===== src/rtl/chop_sd_integrator.sv =====
module chop_sd_integrator #(
  parameter int ACC_W = 16,
  parameter int LEN_W = 16
) (
  input  logic                    clk,
  input  logic                    rst,
  input  logic                    start,
  input  logic                    dir_cfg,
  input  logic                    mod_bit,
  input  logic [LEN_W-1:0]        itg_len,
  input  logic [1:0]              offc_sel,
  input  logic [2:0]              div_code,
  output logic                    pol_out,
  output logic signed [ACC_W-1:0] acc,
  output logic                    busy,
  output logic                    done
);
  localparam int PRE_W = 11;

  logic [LEN_W-1:0] len_cnt, flip_cnt, flip_pre;
  logic [2:0]       div_q;
  logic [PRE_W-1:0] pre_cnt;
  logic             flipped;

  wire [PRE_W-1:0] pre_lim  = (PRE_W'(1) << ({1'b0, div_q} + 4'd3)) - PRE_W'(1);
  wire             tick     = busy && (pre_cnt == pre_lim);
  wire             last     = (len_cnt == LEN_W'(1));
  wire             chop_on  = (flip_pre != '0);
  wire             flip_now = tick && !last && chop_on && (flip_cnt == LEN_W'(1));
  wire             up       = mod_bit ^ flipped;
  wire [LEN_W-1:0] preset   = (offc_sel == 2'd0) ? '0 : (itg_len >> offc_sel);

  logic [ACC_W:0]   sum;
  logic [ACC_W-1:0] acc_nxt;

  assign sum = {acc[ACC_W-1], acc} + (up ? (ACC_W+1)'(1) : {(ACC_W+1){1'b1}});

  always_comb begin
    if (sum[ACC_W] != sum[ACC_W-1])
      acc_nxt = sum[ACC_W] ? {1'b1, {(ACC_W-1){1'b0}}} : {1'b0, {(ACC_W-1){1'b1}}};
    else
      acc_nxt = sum[ACC_W-1:0];
  end

  always_ff @(posedge clk) begin
    if (rst) begin
      acc      <= '0;
      pol_out  <= 1'b0;
      busy     <= 1'b0;
      done     <= 1'b0;
      flipped  <= 1'b0;
      len_cnt  <= '0;
      flip_cnt <= '0;
      flip_pre <= '0;
      div_q    <= '0;
      pre_cnt  <= '0;
    end else begin
      done <= 1'b0;
      if (!busy) begin
        if (start) begin
          acc      <= '0;
          pol_out  <= dir_cfg;
          flipped  <= 1'b0;
          len_cnt  <= itg_len;
          flip_pre <= preset;
          flip_cnt <= preset;
          div_q    <= div_code;
          pre_cnt  <= '0;
          busy     <= (itg_len != '0);
          done     <= (itg_len == '0);
        end
      end else begin
        pre_cnt <= tick ? '0 : pre_cnt + PRE_W'(1);
        if (tick) begin
          acc     <= acc_nxt;
          len_cnt <= len_cnt - LEN_W'(1);
          if (last) begin
            busy <= 1'b0;
            done <= 1'b1;
          end
          if (chop_on && !last)
            flip_cnt <= flip_now ? flip_pre : flip_cnt - LEN_W'(1);
          if (flip_now) begin
            flipped <= ~flipped;
            pol_out <= ~pol_out;
          end
        end
      end
    end
  end
endmodule


===== config.mk =====
export PLATFORM = sky130hd
export DESIGN_NAME = chop_sd_integrator
export DESIGN_NICKNAME = d
export VERILOG_FILES = /design/src/rtl/chop_sd_integrator.sv
export SDC_FILE = /design/constraint.sdc
export NUM_CORES = 1
export LEC_CHECK = 0
export ABC_AREA = 1
export BUFFER_PORTS_ARGS = -buffer_cell sky130_fd_sc_hd__buf_4
export CORE_MARGIN = 5
export CORE_UTILIZATION = 42
export DETAILED_ROUTE_END_ITERATION = 10
export GPL_ROUTABILITY_DRIVEN = 1
export PLACE_DENSITY = 0.57
export SYNTH_ARGS = -nofsm -noshare
export SYNTH_HDL_FRONTEND = slang
export SYNTH_SLANG_ARGS = --single-unit

===== constraint.sdc =====
create_clock -name clk -period 4.6 [get_ports clk]
set_input_delay 1.15 -clock clk [delete_from_list [all_inputs] [get_ports clk]]
set_output_delay 1.15 -clock clk [all_outputs]
set_load 0.01 [all_outputs]

==> impl_metrics.ini <==
[synthesis]
yosysSeqAreaShare = 0.283
synth_fa_ha_area_frac = 0.0488
synth_top_family_by_area = simple AND/OR/NAND/NOR gates
async_reset_ff_frac = 0
synthMuxAreaShare = 0
synthCells = 912
syn-cell-area_sq_um = 5800
synth_area_leaders = dfxtp_1 (28%), nand2_1 (13%), nand3_1 (8.5%)
synth_area_leader_cell = dfxtp_1
synth_common_cells = nand2_1 (208), inv_1 (107), nand3_1 (99), a21oi_1 (96), o21ai_0 (86)
postSynthAreaPerCell_sq_um = 6.36
synth_edf_count = 0
synth_most_common_cell = nand2_1
ys_types = 49
synth_fp_nets = 960
synth_top_area_frac = 0.283
yosys_register_bits = 82
synth_simple_gate_area_frac = 0.323
synth-main-ff-cell = dfxtp_1
synth_xor_area_frac = 0.0317
yosys_warnings = 0
synth_compound_area_frac = 0.213

[sta]
fin_crit_sh = 0.749
layout_min_cycle_time_ns = 3.45
rsz0062_at_grt = false
hold_violations = 0
tns_ns = 0
setup_violations = 0
slew_violations = 0
worst_pin_slew_ns = 1.03
finalClockSkew_ns = 0.00524
max_freq_ghz = 0.290
relSlewSlack = 0.310

[cts]
cts_sinks = 82
cts-buffers-inserted = 9
cts_tree = done
h-tree-depth = 3
cts_setup_buffers = 0
cts_hold_buf = 0
clk_latency_ns = 0.34
root_buffer = clkbuf_16
path_clk_slew_ns = 0.06
cts_resized = 0
cts_buffer_depth = 2

[placement]
port_buffers = 44
hpwl_mm = 11.5
placed_cell_area_sq_um = 6220
place_congestion = 0.844

[power_and_ir_drop]
p_per_area_nw_per_um2 = 304
power_frac_seq = 0.395
switching_share = 0.322
power_frac_comb = 0.235
vdd_drop_max_mv = 0.143
p_switching_uw = 638
power.share.clock = 0.371
power.static_leakage_uw = 0.00280
p_int_uw = 1340

[floorplanning]
die_h_um = 127
die-area_sq_um = 16300
core_area_sq_um = 13700
start_util = 0.423
io_pins = 45
rows = 43
dieWidth_um = 127

[setup_path]
cp-start-kind = primary input
cp_common_cell = nand2_1
cp_max_fo = 16
worst_path_largest_cell_delay_ns = 0.39
arrival_ns = 3.72
cp-end-kind = register
crit_path_cell_trace = buf_4 -> xnor2_1 -> buf_4 -> ha_1 -> nand2_1 -> nor2_1 -> nand2_1 -> nand2_1 -> nand2_1 -> nand2_1 -> nand2_1 -> nand2_1 -> nand2_1 -> nand3b_1 -> nand2_1 -> a21oi_1
cp_data_required_time_ns = 4.87
reg2reg_depth = 15
path_class = in -> reg
reg2reg_from = flipped$_SDFFE_PP0P_
startpoint = mod_bit
critical_path.slowest_cell = ha_1

[layout]
syn_to_final_growth_pct = 12.3
nNetsFinal = 985
final_area_sq_um = 6510
drive_gt1_frac = 0.0956
diodes = 0

[detailed_routing]
wl_per_cell_um = 14.2
drt_first_pass_iters = 5
postRouteAntennaNets = 0
drt-total-wl_mm = 15.9
drt-initial-drc-count = 410
vias = 5864
drc = 0
vias_per_cell = 5.23

[global_route]
grt_max_degree = 50
grtUsageTotal = 0.203
antenna_found_initial = 0
grt_pass1_wl_mm = 27.3
grt_pass1_vias = 5640
overflow = 0

[flow_run]
maxCapViolations = 0

[status]
outcome = finished clean

[min_path]
min_path_type = reg -> reg
hp-start = pre_cnt[5]$_SDFFE_PP0P_
worstHoldPathCells = 2
## through the flow
stage / worst slack, ns / hold WS [ns] / power (uW) / util / instances
2_1_floorplan: 0.847 / 0.445 / 1150 / - / 912
3_3_place_gp: 0.848 / 0.457 / 1260 / 0.453 / 1106
3_5_place_dp: 0.781 / 0.460 / 1260 / 0.453 / 1106
4_1_cts: 1.13 / 0.470 / 2000 / 0.475 / 1121
5_1_grt: 0.817 / 0.511 / 2100 / 0.475 / 1121
6_report: 1.15 / 0.466 / 1980 / 0.475 / 1121
## worst max-delay path: cells and delay by family
family / cells / cell delay [ns]
simple gates: 11 / 1.62
fa+ha+maj: 1 / 0.39
buf+inv: 2 / 0.32
compound gates: 1 / 0.13
xor+xnor: 1 / 0.11
## logic make-up (layout without fill, tap and decap cells)
family | count (synthesis) | count (layout)
simple gates | 420 | 420
compound gates | 222 | 222
buf+inv | 145 | 174
flops | 82 | 82
fa+ha+maj | 22 | 22
xor+xnor | 21 | 21
## flip-flops by register name, indices dropped and copies added, names as in the netlist
signal,flops
busy,1
flip_cnt,16
flipped,1
acc,16
done,1
pol_out,1
div_q,3
len_cnt,16
flip_pre,16
pre_cnt,11
## layout by cell type, fill, tap and decap left out, drive strengths merged, types with 2 or more instances in the layout
cell / count
xor2: 7
o31ai: 3
o21ai: 88
buf: 48
or2: 2
nor3: 9
dfxtp: 82
nand3b: 5
nor4: 2
inv: 111
clkbuf: 11
nand3: 101
ha: 21
a211oi: 6
nor2: 71
a21oi: 105
a31oi: 5
o21a: 3
clkinv: 2
o211ai: 2
nand2: 210
xnor2: 14
o22ai: 4
nand4: 19
## metal layers
layer  GRT usage  vias up  wire, um
li1            -     3092         -
met1       0.291     2664      8080
met2       0.324       93      7150
met3      0.0222       15       514
met4      0.0562        0       185
met5           0        -         0
## final cells by class
| cell class | count | area, sq um |
|---|---|---|
| Clock buffer | 11 | 243 |
| Inverter | 111 | 417 |
| Sequential cell | 82 | 1640 |
| Multi-Input combinational cell | 685 | 3580 |
| Timing Repair Buffer | 48 | 360 |
| Fill cell | 1488 | 7210 |
| Tap cell | 180 | 225 |
| Clock inverter | 4 | 51.3 |
## power by group through the flow
| stage | clock, uW | combinational [uW] | sequential [uW] |
|---|---|---|---|
| final | 735 | 465 | 782 |
| after global routing | 776 | 535 | 787 |
| after CTS | 754 | 467 | 781 |
| after detailed placement | 0 | 463 | 797 |
| after global placement | 0 | 464 | 797 |
| after floorplan | 0 | 354 | 792 |
## path summary, 6_finish.rpt
check / to / slack (ns)
max: acc[1]$_SDFFE_PP0P_ / 1.15
min reg2reg: pre_cnt[5]$_SDFFE_PP0P_ / 0.47
max reg2reg: acc[6]$_SDFFE_PP0P_ / 1.68
min: pre_cnt[5]$_SDFFE_PP0P_ / 0.47
(Power assumes the default switching activity.)
